**config.mk**
```make
export PLATFORM = sky130hd
export DESIGN_NAME = pit_channel
export DESIGN_NICKNAME = d
export VERILOG_FILES = /design/src/rtl/pit_pkg.sv /design/src/rtl/pit_decr.sv /design/src/rtl/pit_gate_edge.sv /design/src/rtl/pit_core.sv /design/src/rtl/pit_channel.sv
export SDC_FILE = /design/constraint.sdc
export NUM_CORES = 1
export LEC_CHECK = 0
export CORE_UTILIZATION = 30
export CTS_CLUSTER_DIAMETER = 150
export DETAILED_ROUTE_END_ITERATION = 12
export PLACE_DENSITY = 0.48
export RECOVER_POWER = 25
export SLEW_MARGIN = 25
export SYNTH_ARGS = -nofsm -noshare
export SYNTH_HDL_FRONTEND = slang
export SYNTH_SLANG_ARGS = --single-unit
```
**constraint.sdc**
```tcl
create_clock -name clk_i -period 3.1 [get_ports clk_i]
set_clock_uncertainty 0.15 [all_clocks]
set_input_delay 0.775 -clock clk_i [delete_from_list [all_inputs] [get_ports clk_i]]
set_output_delay 0.775 -clock clk_i [all_outputs]
set_load 0.01 [all_outputs]
```
**src/rtl/pit_pkg.sv**
```systemverilog
package pit_pkg;

  typedef enum logic [2:0] {
    M_TIMEOUT  = 3'd0,
    M_ONESHOT  = 3'd1,
    M_RATE     = 3'd2,
    M_SQUARE   = 3'd3,
    M_SWSTROBE = 3'd4,
    M_HWSTROBE = 3'd5
  } pit_mode_e;

  // codes 11x fold onto 01x
  function automatic pit_mode_e pit_norm_mode(input logic [2:0] code);
    if (code[2:1] == 2'b11) return pit_mode_e'({1'b0, code[1:0]});
    return pit_mode_e'(code);
  endfunction

endpackage

```
**src/rtl/pit_decr.sv**
```systemverilog
module pit_decr #(
  parameter int W = 16
) (
  input  logic [W-1:0] val_i,
  input  logic         bcd_i,
  output logic [W-1:0] val_o
);
  localparam int DIG = W / 4;

  logic [DIG-1:0] brw;
  logic [W-1:0]   bcd_res;

  assign brw[0] = 1'b1;

  for (genvar g = 0; g < DIG; g++) begin : g_dig
    logic [3:0] d;
    assign d = val_i[4*g +: 4];
    assign bcd_res[4*g +: 4] = !brw[g] ? d : ((d == 4'd0) ? 4'd9 : d - 4'd1);
    if (g < DIG - 1) begin : g_chain
      assign brw[g+1] = brw[g] && (d == 4'd0);
    end
  end

  assign val_o = bcd_i ? bcd_res : val_i - {{(W-1){1'b0}}, 1'b1};
endmodule

```
**src/rtl/pit_gate_edge.sv**
```systemverilog
module pit_gate_edge (
  input  logic clk_i,
  input  logic rst_ni,
  input  logic gate_i,
  output logic rise_o
);
  logic gate_q;

  always_ff @(posedge clk_i or negedge rst_ni) begin
    if (!rst_ni) gate_q <= 1'b0;
    else         gate_q <= gate_i;
  end

  assign rise_o = gate_i && !gate_q;
endmodule

```
**src/rtl/pit_core.sv**
```systemverilog
module pit_core
  import pit_pkg::*;
#(
  parameter int W = 16
) (
  input  logic         clk_i,
  input  logic         rst_ni,
  input  logic         tick_i,
  input  logic         load_i,
  input  logic [W-1:0] init_i,
  input  pit_mode_e    mode_i,
  input  logic         bcd_i,
  input  logic         gate_i,
  input  logic         rise_i,
  input  logic [W-1:0] dec1_i,
  input  logic [W-1:0] dec2_i,
  output logic [W-1:0] count_o,
  output logic         bcd_o,
  output logic         out_o,
  output logic         loaded_o
);
  localparam logic [W-1:0] ONE = W'(1);
  localparam logic [W-1:0] TWO = W'(2);

  pit_mode_e    mode_q;
  logic [W-1:0] count_q, init_q, init_even;
  logic         bcd_q, out_q, loaded_q, run_q, prog_q;
  logic         arm_pend_q, pulse_q, odd_wait_q;
  logic         gate_free, level_gated, retrig;

  assign init_even   = {init_q[W-1:1], 1'b0};
  assign gate_free   = (mode_q == M_ONESHOT) || (mode_q == M_HWSTROBE);
  assign level_gated = (mode_q == M_RATE) || (mode_q == M_SQUARE);
  assign retrig      = gate_free || level_gated;

  always_ff @(posedge clk_i or negedge rst_ni) begin
    if (!rst_ni) begin
      mode_q     <= M_TIMEOUT;
      count_q    <= '0;
      init_q     <= '0;
      bcd_q      <= 1'b0;
      out_q      <= 1'b1;
      loaded_q   <= 1'b0;
      run_q      <= 1'b0;
      prog_q     <= 1'b0;
      arm_pend_q <= 1'b0;
      pulse_q    <= 1'b0;
      odd_wait_q <= 1'b0;
    end else if (load_i) begin
      mode_q     <= mode_i;
      bcd_q      <= bcd_i;
      init_q     <= init_i;
      prog_q     <= 1'b1;
      loaded_q   <= 1'b1;
      run_q      <= 1'b0;
      pulse_q    <= 1'b0;
      odd_wait_q <= 1'b0;
      out_q      <= (mode_i != M_TIMEOUT);
      arm_pend_q <= !((mode_i == M_ONESHOT) || (mode_i == M_HWSTROBE));
    end else begin
      if (rise_i && prog_q && retrig) arm_pend_q <= 1'b1;
      if (level_gated && !gate_i) out_q <= 1'b1;
      if (tick_i) begin
        if (pulse_q) begin
          out_q   <= 1'b1;
          pulse_q <= 1'b0;
        end
        if (arm_pend_q) begin
          count_q    <= (mode_q == M_SQUARE) ? init_even : init_q;
          run_q      <= 1'b1;
          arm_pend_q <= 1'b0;
          odd_wait_q <= 1'b0;
          loaded_q   <= 1'b1;
          out_q      <= !((mode_q == M_TIMEOUT) || (mode_q == M_ONESHOT));
        end else if (run_q && (gate_i || gate_free)) begin
          case (mode_q)
            M_TIMEOUT, M_ONESHOT: begin
              count_q <= dec1_i;
              if (count_q == ONE) begin
                out_q    <= 1'b1;
                run_q    <= 1'b0;
                loaded_q <= 1'b0;
              end
            end
            M_SWSTROBE, M_HWSTROBE: begin
              count_q <= dec1_i;
              if (count_q == ONE) begin
                out_q    <= 1'b0;
                pulse_q  <= 1'b1;
                run_q    <= 1'b0;
                loaded_q <= 1'b0;
              end
            end
            M_RATE: begin
              if (count_q == ONE) begin
                count_q <= init_q;
                out_q   <= 1'b1;
              end else begin
                count_q <= dec1_i;
                if (count_q == TWO) out_q <= 1'b0;
              end
            end
            M_SQUARE: begin
              if (odd_wait_q) begin
                count_q    <= init_even;
                out_q      <= !out_q;
                odd_wait_q <= 1'b0;
              end else if (count_q == TWO) begin
                // odd count: high half gets one extra tick
                if (out_q && init_q[0]) begin
                  count_q    <= '0;
                  odd_wait_q <= 1'b1;
                end else begin
                  count_q <= init_even;
                  out_q   <= !out_q;
                end
              end else begin
                count_q <= dec2_i;
              end
            end
            default: ;
          endcase
        end
      end
    end
  end

  assign count_o  = count_q;
  assign bcd_o    = bcd_q;
  assign out_o    = out_q;
  assign loaded_o = loaded_q;

  assert_timeout_low_R3: assert property (@(posedge clk_i) disable iff (!rst_ni)
    (run_q && mode_q == M_TIMEOUT) |-> !out_q);

  assert_oneshot_gate_free_R4: assert property (@(posedge clk_i) disable iff (!rst_ni)
    (mode_q == M_ONESHOT && run_q && tick_i && !load_i && !arm_pend_q && !bcd_q && count_q > ONE)
      |=> (count_q == $past(count_q) - ONE));

  assert_gate_low_high_R5: assert property (@(posedge clk_i) disable iff (!rst_ni)
    (level_gated && !gate_i && !load_i) |=> out_q);

  assert_strobe_pulse_low_R7: assert property (@(posedge clk_i) disable iff (!rst_ni)
    pulse_q |-> !out_q);

  assert_expire_clears_R12: assert property (@(posedge clk_i) disable iff (!rst_ni)
    (mode_q == M_TIMEOUT && run_q && tick_i && gate_i && !load_i && !arm_pend_q && count_q == ONE)
      |=> (!loaded_o && out_o));
endmodule

```
**src/rtl/pit_channel.sv**
```systemverilog
module pit_channel
  import pit_pkg::*;
#(
  parameter int W = 16
) (
  input  logic         clk_i,
  input  logic         rst_ni,
  input  logic         tick_i,
  input  logic         load_i,
  input  logic [W-1:0] count_init_i,
  input  logic [2:0]   mode_i,
  input  logic         bcd_i,
  input  logic         gate_i,
  output logic [W-1:0] count_o,
  output logic         out_o,
  output logic         loaded_o
);
  logic [W-1:0] dec1, dec2;
  logic         bcd_cur, rise;
  pit_mode_e    mode_n;

  assign mode_n = pit_norm_mode(mode_i);

  pit_gate_edge u_gate (
    .clk_i (clk_i),
    .rst_ni(rst_ni),
    .gate_i(gate_i),
    .rise_o(rise)
  );

  pit_decr #(.W(W)) u_dec1 (.val_i(count_o), .bcd_i(bcd_cur), .val_o(dec1));
  pit_decr #(.W(W)) u_dec2 (.val_i(dec1),    .bcd_i(bcd_cur), .val_o(dec2));

  pit_core #(.W(W)) u_core (
    .clk_i   (clk_i),
    .rst_ni  (rst_ni),
    .tick_i  (tick_i),
    .load_i  (load_i),
    .init_i  (count_init_i),
    .mode_i  (mode_n),
    .bcd_i   (bcd_i),
    .gate_i  (gate_i),
    .rise_i  (rise),
    .dec1_i  (dec1),
    .dec2_i  (dec2),
    .count_o (count_o),
    .bcd_o   (bcd_cur),
    .out_o   (out_o),
    .loaded_o(loaded_o)
  );
endmodule

```
==> reports/metrics.cfg <==
[timing]
rsz0062_at_grt=yes
worst_pin_slew_ns=0.862
hold_viol_final=0
finalSetupViolCount=0
drv_slew=0
timing.fmax_mhz=325
holdWs_ns=0.318
min_period_ns=3.08
max_slew_margin=0.425
fin_crit_sh=0.993

[final_layout]
fill_cells=1344
num-nets-final=621
drive_gt1_frac=0.287
final_cell_mix=84 x buf_4, 41 x nor2_1, 40 x clkdlybuf4s50_1, 40 x dfrtp_1, 38 x nand2_1
diodes=0
fin_cells=768
areaGrowthSynthToFinish_pct=37.1
final_common_cell=buf_4

[route]
via_per_inst=5.92
first_pass_iters=5
drtIter0Drc=289
post_drt_wl_per_cell_um=20.6
vias=4544
drc_errors=0
antenna_left=0
routed_wl_um=15800

[floorplanning]
design.portCount=43
die_w_um=118
core.rowCount=42
die_area_um2=13900
start_util=0.306
die_y_um=118
core-area_um2=13200

[yosys]
synthMuxAreaShare=0.0598
synth_simple_gate_area_share=0.249
synth_seq_cells=44
async_reset_ff_frac=1.00
seq_area_frac_synth=0.273
synth_cell_type_count=78
netlist_instances=494
yosys_warnings=0
synth_compound_area_frac=0.300
synth_nets=524
netlist_area_um2=4040
synth-edff-count=0
synth_top_family_by_area=compound AO/OA/AOI/OAI gates
synth_xor_area_frac=0.0434
synthAdderAreaFrac=0.0155
syn_avg_cell_area_um2=8.17
synthFlopType=dfrtp_1

[worst_hold_path]
hold_class=reg2reg

[power]
vdd_drop_max_mv=0.264
leakage_nw=2.09
p_int_mw=2.10
switching_power_mw=1.68
pwr-share-seq=0.217
p_per_area_nw_per_um2=683
switching_share=0.443
pwr-share-clk=0.149
p_comb_frac=0.633

[critical_path]
cp.required_ns=3.14
arrival_ns=3.12
cp_max_fo=5
cp-end-kind=flop
r2r_slack_ns=0.02
crit_type=reg2reg
critical_path.startpoint_type=flop

[placement]
routabilityCongestion=0.973
dp.cells=753
port_buffers=42
dp_hpwl_um=12000

[cts]
cts_root_buf=clkbuf_16
clk_latency_ns=0.30
cts_tree=yes
numClockSinks=44
htreeDepth=2
clk_pin_slew_ns=0.07
ctsHoldBuffers=0
numCtsBuffers=5
cts_buffer_depth=2

[global_route]
antenna_found_initial=0
first_global_vias=4371
grt_remaining_overflow=0
grt_max_degree=36
grt_usage=0.229
grt_pass1_wl_um=24800

[status]
status=complete, no violations

[job]
maxCapViolations=0

per-layer routing:
layer,vias to the layer above,share of wire,wire length [µm],global-route usage
li1,2085,-,-,-
met1,2266,0.46,7260,0.316
met2,159,0.46,7310,0.358
met3,34,0.048,763,0.0315
met4,0,0.029,461,0.0921
met5,-,0,0,0
kinds of logic (layout without fill, tap and decap cells):
group	count (synthesis)	count (layout)
adder cells (fa/ha/maj)	5	5
XOR/XNOR	20	20
AO/OA/AOI/OAI	167	167
AND/OR/NAND/NOR	180	181
buffers and inverters	56	153
flip-flops	44	44
multiplexers	22	22
worst max-delay path, cell delays in order (launching register included):
cell      delay, ns
dfrtp_2        0.44
or4_2          0.74
or3_1          0.40
and3_2         0.29
o211ai_2       0.17
nor3_2         0.09
xor2_1         0.15
a221o_1        0.34
o21a_1         0.18
repair_timing:
item | 4_1_cts | 5_1_grt
endpoints found under the setup margin | 3 | 11
resized for setup | 7 | 24
setup buffers | 1 | 5
gates cloned | 0 | 1
pin swaps | 1 | 8
hold endpoints to repair | 0 | 0
metrics by stage:
step | setup slack, ns | TNS [ns] | area (µm²) | utilization | power [mW]
finish | 0.0211 | 0 | 5530 | 0.419 | 3.78
global route | -0.105 | -0.297 | 5530 | 0.419 | 4.00
CTS | 0.00288 | 0 | 5380 | 0.408 | 3.63
detailed placement | -0.0224 | -0.0270 | 5170 | 0.392 | 2.99
global placement | -0.0705 | -0.0705 | 5170 | 0.392 | 2.99
floorplan | -0.0226 | -0.0226 | 4070 | - | 2.06
final cells by class:
class,instances,area (µm²),area share
inverters,14,52.6,0.00950
flip-flops and latches,44,1110,0.200
repair buffers,131,1120,0.203
clock buffers,6,139,0.0251
clock inverters,2,15.0,0.00271
well taps,176,220,0.0398
multi-input cells,395,2880,0.520
cell usage after synthesis, types with 9 or more instances:
library cell	n	area, µm²
o21ai_0	31	155
xnor2_1	14	123
dfrtp_1	43	1080
a21oi_1	33	165
nand3_1	12	60.1
nand2_1	39	146
mux2_2	17	191
o31ai_1	11	82.6
nor2_1	41	154
nor3_1	19	95.1
o211ai_1	9	67.6
clkbuf_1	31	116
or3_1	11	68.8
a31oi_1	9	56.3
inv_1	14	52.6
sequential cells by signal (all words and copies together) (netlist names):
signal             flops
u_core.mode_q          3
u_core.count_o        16
u_core.out_o           1
u_core.run_q           1
u_core.bcd_o           1
u_core.init_q         16
u_core.prog_q          1
u_core.pulse_q         1
u_core.arm_pend_q      1
u_core.odd_wait_q      1
u_core.loaded_o        1
u_gate.gate_q          1
worst paths after layout:
path,cells after the start,from,endpoint
worst max-delay path,8,u_core.count_o[3],u_core.count_o[13]
worst min-delay path,1,u_core.prog_q,u_core.prog_q
worst max register to register,8,u_core.count_o[3],u_core.count_o[13]
worst min register to register,1,u_core.prog_q,u_core.prog_q
max in group asynchronous,2,rst_ni,u_core.count_o[3]
min in group asynchronous,1,rst_ni,u_core.init_q[10]
power by group through the flow:
stage / clock [mW] / sequential, mW / combinational [mW]
final: 0.565 / 0.821 / 2.39
after global routing: 0.597 / 0.830 / 2.58
after CTS: 0.584 / 0.802 / 2.24
after detailed placement: 0 / 0.812 / 2.18
after global placement: 0 / 0.811 / 2.18
after floorplan: 0 / 0.807 / 1.25
(Power assumes the default switching activity.)
